File: src/rtl/srx_pkg.sv
package srx_pkg;
    typedef enum logic [2:0] {
        ST_WAIT,
        ST_HUNT,
        ST_START,
        ST_DATA,
        ST_STOP
    } srx_state_e;
endpackage

File: src/rtl/srx_vote3.sv
// Two-of-three vote over the held samples plus the current one.
module srx_vote3 (
    input  logic [2:0] smp,
    output logic       maj,
    output logic       mixed,
    output logic       any1
);
    assign maj   = (smp[0] & smp[1]) | (smp[0] & smp[2]) | (smp[1] & smp[2]);
    assign any1  = |smp;
    assign mixed = any1 & ~(&smp);
endmodule

File: src/rtl/srx_idle_cnt.sv
// Counts consecutive high samples, saturating at RUN.
module srx_idle_cnt #(
    parameter int RUN = 3
) (
    input  logic clk,
    input  logic rst_n,
    input  logic tick,
    input  logic line,
    input  logic clr,
    output logic ok
);
    localparam int W = $clog2(RUN + 1);
    logic [W-1:0] cnt_q;

    always_ff @(posedge clk or negedge rst_n) begin
        if (!rst_n)          cnt_q <= '0;
        else if (clr)        cnt_q <= '0;
        else if (tick) begin
            if (!line)                 cnt_q <= '0;
            else if (cnt_q != W'(RUN)) cnt_q <= cnt_q + W'(1);
        end
    end

    assign ok = (cnt_q == W'(RUN));
endmodule

File: src/rtl/srx_shreg.sv
// Right shift register: first bit in ends at bit 0.
module srx_shreg #(
    parameter int W = 8
) (
    input  logic         clk,
    input  logic         rst_n,
    input  logic         shift,
    input  logic         din,
    output logic [W-1:0] q
);
    generate
        if (W == 1) begin : g_one
            always_ff @(posedge clk or negedge rst_n) begin
                if (!rst_n)     q <= '0;
                else if (shift) q <= din;
            end
        end else begin : g_many
            always_ff @(posedge clk or negedge rst_n) begin
                if (!rst_n)     q <= '0;
                else if (shift) q <= {din, q[W-1:1]};
            end
        end
    endgenerate
endmodule

File: src/rtl/srx_top.sv
module srx_top
    import srx_pkg::*;
#(
    parameter int DATA_BITS  = 8,
    parameter int OVERSAMPLE = 16,
    parameter int IDLE_RUN   = 3
) (
    input  logic                 clk,
    input  logic                 rst_n,
    input  logic                 rt_tick,
    input  logic                 rxd,
    input  logic                 search_en,
    input  logic                 flag_clr,
    output logic [DATA_BITS-1:0] rx_data,
    output logic                 rx_full,
    output logic                 noise_flag,
    output logic                 frame_err
);
    localparam int PW = $clog2(OVERSAMPLE) + 1;
    localparam int CW = (DATA_BITS > 1) ? $clog2(DATA_BITS) : 1;
    localparam logic [PW-1:0] P_ONE    = PW'(1);
    localparam logic [PW-1:0] P_CHK_A  = PW'(3 * OVERSAMPLE / 16);
    localparam logic [PW-1:0] P_CHK_B  = PW'(5 * OVERSAMPLE / 16);
    localparam logic [PW-1:0] P_CHK_C  = PW'(7 * OVERSAMPLE / 16);
    localparam logic [PW-1:0] P_MID_A  = PW'(OVERSAMPLE / 2);
    localparam logic [PW-1:0] P_MID_B  = PW'(OVERSAMPLE / 2 + 1);
    localparam logic [PW-1:0] P_MID_C  = PW'(OVERSAMPLE / 2 + 2);
    localparam logic [PW-1:0] P_RS_MAX = PW'(OVERSAMPLE / 4);
    localparam logic [PW-1:0] P_LAST   = PW'(OVERSAMPLE);
    localparam logic [CW-1:0] LAST_BIT = CW'(DATA_BITS - 1);

    srx_state_e state_q, state_d;
    logic [PW-1:0] phase_q, pos_raw, pos;
    logic [CW-1:0] bit_q;
    logic          prev_q, s_a_q, s_b_q, noise_acc_q;
    logic          in_frame, busy, resync, idle_ok;
    logic          v_maj, v_mixed, v_any1;
    logic          shift_en, done;
    logic [DATA_BITS-1:0] sh_q;

    assign in_frame = (state_q == ST_DATA) || (state_q == ST_STOP);
    assign busy     = in_frame || (state_q == ST_START);

    srx_idle_cnt #(.RUN(IDLE_RUN)) u_idle (
        .clk(clk), .rst_n(rst_n), .tick(rt_tick), .line(rxd),
        .clr(busy), .ok(idle_ok)
    );

    srx_vote3 u_vote (
        .smp({s_a_q, s_b_q, rxd}), .maj(v_maj), .mixed(v_mixed), .any1(v_any1)
    );

    // Phase of the current tick, with re-alignment on late falling edges.
    always_comb begin
        pos_raw = (phase_q == P_LAST) ? P_ONE : phase_q + P_ONE;
        resync  = in_frame && prev_q && !rxd
                  && (pos_raw >= PW'(2)) && (pos_raw <= P_RS_MAX);
        pos     = resync ? P_ONE : pos_raw;
    end

    assign shift_en = rt_tick && (state_q == ST_DATA) && (pos == P_MID_C);
    assign done     = rt_tick && (state_q == ST_STOP) && (pos == P_MID_C);

    srx_shreg #(.W(DATA_BITS)) u_shift (
        .clk(clk), .rst_n(rst_n), .shift(shift_en), .din(v_maj), .q(sh_q)
    );

    // Next-state logic.
    always_comb begin
        state_d = state_q;
        unique case (state_q)
            ST_WAIT:  if (idle_ok && search_en) state_d = ST_HUNT;
            ST_HUNT: begin
                if (!search_en)            state_d = ST_WAIT;
                else if (rt_tick && !rxd)  state_d = ST_START;
            end
            ST_START: if (rt_tick) begin
                if (pos == P_CHK_C && v_maj) state_d = ST_WAIT;
                else if (pos == P_LAST)      state_d = ST_DATA;
            end
            ST_DATA:  if (rt_tick && pos == P_LAST && bit_q == LAST_BIT) state_d = ST_STOP;
            ST_STOP:  if (done) state_d = ST_WAIT;
            default:  state_d = ST_WAIT;
        endcase
    end

    // State register.
    always_ff @(posedge clk or negedge rst_n) begin
        if (!rst_n) state_q <= ST_WAIT;
        else        state_q <= state_d;
    end

    // Sample and phase datapath.
    always_ff @(posedge clk or negedge rst_n) begin
        if (!rst_n) begin
            phase_q     <= '0;
            prev_q      <= 1'b1;
            s_a_q       <= 1'b0;
            s_b_q       <= 1'b0;
            bit_q       <= '0;
            noise_acc_q <= 1'b0;
        end else if (rt_tick) begin
            prev_q <= rxd;
            if (state_q == ST_HUNT && search_en && !rxd) begin
                phase_q     <= P_ONE;
                bit_q       <= '0;
                noise_acc_q <= 1'b0;
            end else if (busy) begin
                phase_q <= pos;
                if (pos == P_CHK_A || pos == P_MID_A) s_a_q <= rxd;
                if (pos == P_CHK_B || pos == P_MID_B) s_b_q <= rxd;
                if (state_q == ST_START && pos == P_CHK_C) noise_acc_q <= noise_acc_q | v_mixed;
                if (state_q == ST_START && pos == P_MID_C) noise_acc_q <= noise_acc_q | v_any1;
                if (state_q == ST_DATA  && pos == P_MID_C) noise_acc_q <= noise_acc_q | v_mixed;
                if (state_q == ST_DATA  && pos == P_LAST)  bit_q <= bit_q + CW'(1);
            end
        end
    end

    // Outputs.
    always_ff @(posedge clk or negedge rst_n) begin
        if (!rst_n) begin
            rx_full    <= 1'b0;
            rx_data    <= '0;
            noise_flag <= 1'b0;
            frame_err  <= 1'b0;
        end else begin
            rx_full <= 1'b0;
            if (done) begin
                rx_full    <= 1'b1;
                rx_data    <= sh_q;
                noise_flag <= noise_acc_q | v_mixed;
                frame_err  <= !v_maj;
            end else if (flag_clr) begin
                noise_flag <= 1'b0;
                frame_err  <= 1'b0;
            end
        end
    end
endmodule

File: config.mk
export PLATFORM = sky130hd
export DESIGN_NAME = srx_top
export DESIGN_NICKNAME = d
export VERILOG_FILES = /design/src/rtl/srx_pkg.sv /design/src/rtl/srx_vote3.sv /design/src/rtl/srx_idle_cnt.sv /design/src/rtl/srx_shreg.sv /design/src/rtl/srx_top.sv
export SDC_FILE = /design/constraint.sdc
export NUM_CORES = 1
export LEC_CHECK = 0
export ABC_AREA = 1
export BUFFER_PORTS_ARGS = -buffer_cell sky130_fd_sc_hd__buf_2
export CAP_MARGIN = 5
export CORE_MARGIN = 4
export CORE_UTILIZATION = 30
export CTS_BUF_LIST = sky130_fd_sc_hd__clkbuf_4
export DETAILED_ROUTE_END_ITERATION = 8
export PLACE_DENSITY = 0.51
export SETUP_SLACK_MARGIN = 0.4
export SYNTH_ARGS = -nofsm -noshare
export SYNTH_HDL_FRONTEND = slang
export SYNTH_SLANG_ARGS = --single-unit
File: constraint.sdc
create_clock -name clk -period 2.6 [get_ports clk]
set_input_delay 0.13 -clock clk [delete_from_list [all_inputs] [get_ports clk]]
set_output_delay 0.13 -clock clk [all_outputs]
set_load 0.01 [all_outputs]
==> results.sh, run 1 <==
export IMPL_finalCriticalPeriod_ns=2.12
export IMPL_grt_max_degree=37
export IMPL_cts_root_buf="clkbuf_4"
export IMPL_drv_slew=0
export IMPL_ir_worst_vdd_mv=0.395
export IMPL_critical_path_required_ns=2.86
export IMPL_vias_per_cell=4.75
export IMPL_num_rows=29
export IMPL_grt_busiest_layer="met2"
export IMPL_nets=304
export IMPL_num_antenna_cells=0
export IMPL_io_buffers=16
export IMPL_hold_viol=0
export IMPL_cts_buffers_inserted=5
export IMPL_initial_utilization=0.316
export IMPL_synthAdderAreaFrac=0.0364
export IMPL_setup_viol=0
export IMPL_cts_max_level=2
export IMPL_ys_ff_latch=36
export IMPL_status="finished clean"
export IMPL_post_route_period_util=0.817
export IMPL_core_um2=6530
export IMPL_async_flop_share=1.00
export IMPL_hpwl_um=3310
export IMPL_skew_ns=0.0158
export IMPL_synth_top_family_by_area="simple AND/OR/NAND/NOR gates"
export IMPL_synth_xor_area_frac=0
export IMPL_wl_per_cell_um=12.9
export IMPL_drive_gt1_frac=0.307
export IMPL_grt_pass1_wl_um=8110
export IMPL_synthSimpleGateAreaFrac=0.344
export IMPL_synth_compound_area_frac=0.110
export IMPL_die_y_um=91.0
export IMPL_grt_pass1_vias=1658
export IMPL_fin_setup_tns_ns=0
export IMPL_yosysSeqAreaShare=0.437
export IMPL_clk_pin_slew_ns=0.12
export IMPL_synthCells=255
export IMPL_ys_warn_count=0
export IMPL_path_class="reg2reg"
export IMPL_endpoint_kind="flop"
export IMPL_totalPowerFinal_uw=2590
export IMPL_synth_nets=267
export IMPL_synth_area_um2=2060
export IMPL_worst_slew_pin_slew_ns=0.813
export IMPL_startpoint_type="flop"
export IMPL_hold_class="in2reg"
export IMPL_use_met3=0.0248
export IMPL_overflow=0
export IMPL_synth_edf_count=0
export IMPL_routabilityCongestion=0.800
export IMPL_remaining_drc_errors=0
export IMPL_drv_cap=0
export IMPL_final_common_cell="nand2_1"
export IMPL_first_iter_violations=124
export IMPL_synth_avg_cell_area_um2=8.10
export IMPL_globalRouteMet2Util=0.196
export IMPL_timing_fmax_mhz=471
export IMPL_synth_distinct_cells=38
export IMPL_drt_first_pass_iters=4
export IMPL_fillCellCount=661
export IMPL_clkLatencyLatePin_ns=0.36
export IMPL_rsz0062_at_grt="yes"
export IMPL_place_ws_ns=0.244
export IMPL_setup_ws_ns=0.475
export IMPL_final_cell_mix="nand2_1, dfrtp_1, inv_1"
export IMPL_ant_nets=0
export IMPL_clk_path_buf_depth=2
export IMPL_grt_util_all_layers=0.122
export IMPL_power_leakage_uw=0.00133
export IMPL_cellPowerDensity_nw_per_um2=1020
export IMPL_areaGrowthSynthToFinish_pct=23.0
export IMPL_cts_num_sinks=36
export IMPL_met1_usage=0.163
export IMPL_antenna_found_initial=0
export IMPL_ios=17
export IMPL_tritoncts="done"
export IMPL_vias=1758
export IMPL_synthMuxAreaShare=0
export IMPL_crit_arrival_ns=2.39
export IMPL_wirelength_um=4770
export IMPL_chipWidth_um=91.0
export IMPL_cp_max_fo=6
export IMPL_ys_flop_type="dfrtp_1"
export IMPL_slew_headroom=0.458
export IMPL_dieArea_um2=8270
-- metrics by stage --
step | instance area (um^2) | util | hold WS (ns) | cells
CTS | 2480 | 0.380 | 0.0250 | 367
global route | 2540 | 0.389 | 0.0425 | 370
detailed placement | 2240 | 0.342 | 0.277 | 347
floorplan | 2060 | - | -0.166 | 255
finish | 2540 | 0.389 | 0.0360 | 370
global placement | 2240 | 0.342 | 0.280 | 347
-- Yosys cell counts (5+ instances only) --
cell     count  area, um^2
nand2_1     75         282
dfrtp_1     35         876
inv_1       31         116
nand3_1     19        95.1
nor2_1      14        52.6
o21ai_0     11        55.1
a21oi_1      7        35.0
ha_1         6        75.1
nand2_2      6        37.5
o22ai_1      5        31.3
-- state kept, by name, indices dropped and copies added (netlist names) --
signal	count
frame_err	1
noise_acc_q	1
s_b_q	1
prev_q	1
rx_data	8
noise_flag	1
phase_q	5
bit_q	3
rx_full	1
s_a_q	1
state_q	3
u_idle.cnt_q	2
u_shift.q	8
-- final cells by class --
cell class	count	area (um^2)	share of cell area
Sequential cell	36	905	0.356
Timing Repair Buffer	30	204	0.0803
Tap cell	77	96.3	0.0379
Clock inverter	3	18.8	0.00739
Clock buffer	5	37.5	0.0148
Inverter	37	146	0.0576
Multi-Input combinational cell	182	1130	0.446
-- worst paths after layout --
| kind | start | depth (start not counted) | slack [ns] | end |
|---|---|---|---|---|
| worst max-delay path | phase_q[0]$_DFFE_PN0P_ | 16 | 0.48 | state_q[1]$_DFFE_PN0P_ |
| worst min-delay path | rt_tick | 2 | 0.04 | prev_q$_DFFE_PN1P_ |
| worst max register to register | phase_q[0]$_DFFE_PN0P_ | 16 | 0.48 | state_q[1]$_DFFE_PN0P_ |
| worst min register to register | rx_data[3]$_DFFE_PN0P_ | 2 | 0.49 | rx_data[3]$_DFFE_PN0P_ |
| max in group asynchronous | rst_n | 2 | 1.66 | phase_q[0]$_DFFE_PN0P_ |
| min in group asynchronous | rst_n | 2 | 0.38 | s_a_q$_DFFE_PN0P_ |
-- critical path: stages (launching register included) --
cell and delay (ns):
dfrtp_2 0.47, ha_4 0.19, nand2_4 0.07, inv_4 0.04
nor2_4 0.12, nand2_4 0.08, buf_12 0.12, a21oi_4 0.13
nand3_4 0.12, nand2_4 0.11, nand2_4 0.05, nor2_4 0.19
nand2_1 0.08, nand2_1 0.07, nand3_2 0.08, nand2_1 0.06
nand2_1 0.05
-- power breakdown --
group          total [uW]  switching, uW  internal [uW]  leakage, uW
Combinational        1400            836            560     0.000822
Clock                 318            214            104    0.0000349
Sequential            874            155            719     0.000472
Total                2590           1210           1380      0.00133
-- timing repair --
action	4_1_cts	5_1_grt
endpoints found under the setup margin	18	21
buffers inserted	10	3
hold buffers	1	0
gates cloned	1	0
hold endpoints to repair	35	0
pin swaps	8	10
resized for setup	21	11
-- per-layer routing --
| metal | up-vias | wire length, um |
|---|---|---|
| met3 | 6 | 126 |
| met2 | 24 | 2230 |
| li1 | 905 | - |
| met4 | 0 | 73 |
| met5 | - | 0 |
| met1 | 823 | 2340 |
-- cells by family (layout without fill, tap and decap cells) --
kind of cell | count (synthesis) | in the layout
AOI/OAI and AO/OA | 36 | 36
adders and majority gates | 6 | 6
buffers and inverters | 38 | 75
DFF | 36 | 36
and+or+nand+nor | 139 | 140
No activity file was read; power rests on OpenSTA's default activity.
==> run 2: changes to the inputs <==
PLACE_DENSITY = 0.52   (was 0.51)
clock period = 1.8 ns   (was 2.6 ns; I/O delays follow)
==> run 2 against run 1 <==
Against the previous run:
- the run now ends with negative setup slack left
- die area did not move
- via count up 7.4%
- clock power is 41% higher
- core utilization rose by 6.0 points
- maximum frequency grew 4.8%
- design area is 15% higher
- combinational power grew 99%
- largest cell class unchanged
==> results.sh, run 2 (synthesis results as in run 1) <==
export IMPL_status="finished, violations left"
export IMPL_violations="negative setup slack"
export IMPL_die_y_um=91.0
export IMPL_p_comb_frac=0.624
export IMPL_fillCellCount=648
export IMPL_ir_worst_vdd_mv=0.572
export IMPL_cts_num_sinks=36
export IMPL_grt_pass1_vias=1858
export IMPL_hpwl_um=3730
export IMPL_cp_max_fo=5
export IMPL_cts_root_buf="clkbuf_4"
export IMPL_setup_viol=28
export IMPL_dieArea_um2=8270
export IMPL_wl_per_cell_um=12.8
export IMPL_wirelength_um=5160
export IMPL_grt_pass1_wl_um=9010
export IMPL_crit_path_start="phase_q[1]$_DFFE_PN0P_"
export IMPL_areaGrowthSynthToFinish_pct=42.0
export IMPL_crit_arrival_ns=2.28
export IMPL_cts_max_level=2
export IMPL_r2r_slack_ns=-0.23
export IMPL_vias_per_cell=4.66
export IMPL_ios=17
export IMPL_num_antenna_cells=0
export IMPL_biggestRegsByFlops="rx_data: 8 flops, u_shift.q: 8 flops, phase_q: 5 flops"
export IMPL_grt_max_degree=23
export IMPL_hold_class="in2reg"
export IMPL_final_cell_mix="nand2_1, buf_4, dfrtp_1"
export IMPL_overflow=0
export IMPL_final_area_um2=2930
export IMPL_use_met3=0.0273
export IMPL_slew_headroom=0.632
export IMPL_endpoint_kind="flop"
export IMPL_final_common_cell="nand2_1"
export IMPL_chipWidth_um=91.0
export IMPL_rsz0062_at_grt="yes"
export IMPL_clkLatencyLatePin_ns=0.34
export IMPL_whs_ns=0.00125
export IMPL_initial_utilization=0.316
export IMPL_clk_path_buf_depth=2
export IMPL_grt_util_all_layers=0.132
export IMPL_grt_busiest_layer="met2"
export IMPL_totalPowerFinal_uw=4470
export IMPL_reg2reg_depth=14
export IMPL_num_rows=29
export IMPL_worst_slew_pin_slew_ns=0.552
export IMPL_hold_viol=0
export IMPL_nets=339
export IMPL_ant_nets=0
export IMPL_setup_ws_ns=-0.228
export IMPL_drv_cap=0
export IMPL_tritoncts="done"
export IMPL_power_switching_share=0.439
export IMPL_core_um2=6530
export IMPL_met1_usage=0.184
export IMPL_first_iter_violations=84
export IMPL_globalRouteMet2Util=0.208
export IMPL_power_frac_clock=0.100
export IMPL_reg2reg_to="state_q[0]$_DFFE_PN0P_"
export IMPL_pwr_share_seq=0.276
export IMPL_critical_path_required_ns=2.05
export IMPL_cellPowerDensity_nw_per_um2=1520
export IMPL_finish_utilization=0.449
export IMPL_post_route_period_util=1.13
export IMPL_drive_gt1_frac=0.454
export IMPL_timing_fmax_mhz=493
export IMPL_place_ws_ns=-0.341
export IMPL_p_int_uw=2510
export IMPL_path_class="reg2reg"
export IMPL_clk_pin_slew_ns=0.12
export IMPL_startpoint_type="flop"
export IMPL_vias=1888
export IMPL_cts_buffers_inserted=5
export IMPL_antenna_found_initial=0
export IMPL_drt_first_pass_iters=4
export IMPL_switching_power_uw=1960
export IMPL_drv_slew=0
export IMPL_dpl_instance_area_um2=2550
export IMPL_remaining_drc_errors=0
export IMPL_r2r_start="phase_q[1]$_DFFE_PN0P_"
export IMPL_holdPathEnd="prev_q$_DFFE_PN1P_"
export IMPL_power_leakage_uw=0.00154
export IMPL_hold_depth=3
export IMPL_io_buffers=16
export IMPL_routabilityCongestion=0.836
export IMPL_skew_ns=0.00407
export IMPL_finalCriticalPeriod_ns=2.03
export IMPL_min_from="rxd"
[run 2: cell count changes in the layout (fill, tap and decap cells not counted), moves of 3 or more]
cell     delta
nand2_2    +12
nand2_1    -15
o21ai_0     -4
buf_6       +5
nand2_4     +3
o21ai_2     +3
buf_4      +29
[run 2: worst max path at each step]
stage	to	cells after the start
after global routing	state_q[1]$_DFFE_PN0P_	14
after floorplan	state_q[1]$_DFFE_PN0P_	15
after detailed placement	state_q[1]$_DFFE_PN0P_	16
after CTS	u_shift.q[5]$_DFFE_PN0P_	16
after global placement	state_q[0]$_DFFE_PN0P_	16
final	state_q[0]$_DFFE_PN0P_	14
[run 2: area by class of cell]
class,instances,area (um^2),share of cell area
inverters,37,151,0.0516
well taps,77,96.3,0.0329
flip-flops and latches,36,903,0.308
clock buffers,5,37.5,0.0128
repair buffers,65,488,0.166
multi-input cells,182,1240,0.422
clock inverters,3,17.5,0.00598
[run 2: through the flow]
stage	std cells	TNS (ns)
2_1_floorplan	255	-1.41
4_1_cts	399	-6.01
3_3_place_gp	382	-5.16
3_5_place_dp	382	-5.82
6_report	405	-4.58
5_1_grt	405	-9.05
[run 2: critical path: stages (launching register included)]
cell and delay [ns]:
dfrtp_1 0.43, inv_2 0.09, ha_4 0.29, nor2_2 0.05
buf_4 0.13, a21oi_4 0.16, nand3_4 0.12, nand2_4 0.11
nand2_4 0.07, nor2_4 0.16, nand2_1 0.07, nand2_1 0.07
nand3_2 0.08, nand2_1 0.07, nand2_1 0.05
[run 2: power groups by stage]
stage | Sequential [uW] | Combinational [uW] | Clock [uW]
2_1_floorplan | 1230 | 1320 | 0
3_3_place_gp | 1230 | 2180 | 0
3_5_place_dp | 1230 | 2180 | 0
4_1_cts | 1220 | 2480 | 470
5_1_grt | 1270 | 3050 | 501
6_report | 1230 | 2790 | 447
[run 2: metal layers]
metal,wire length (um),up-vias,part of all wire
li1,-,980,-
met1,2450,887,0.47
met2,2560,16,0.49
met3,100,5,0.019
met4,61,0,0.012
met5,0,-,0
[run 2: timing repair]
item,4_1_cts,5_1_grt
resized for setup,25,35
pin swaps,16,17
hold buffers,3,0
buffers inserted,5,7
gates cloned,1,0
setup endpoints to repair,33,34
endpoints found under the hold margin,21,0
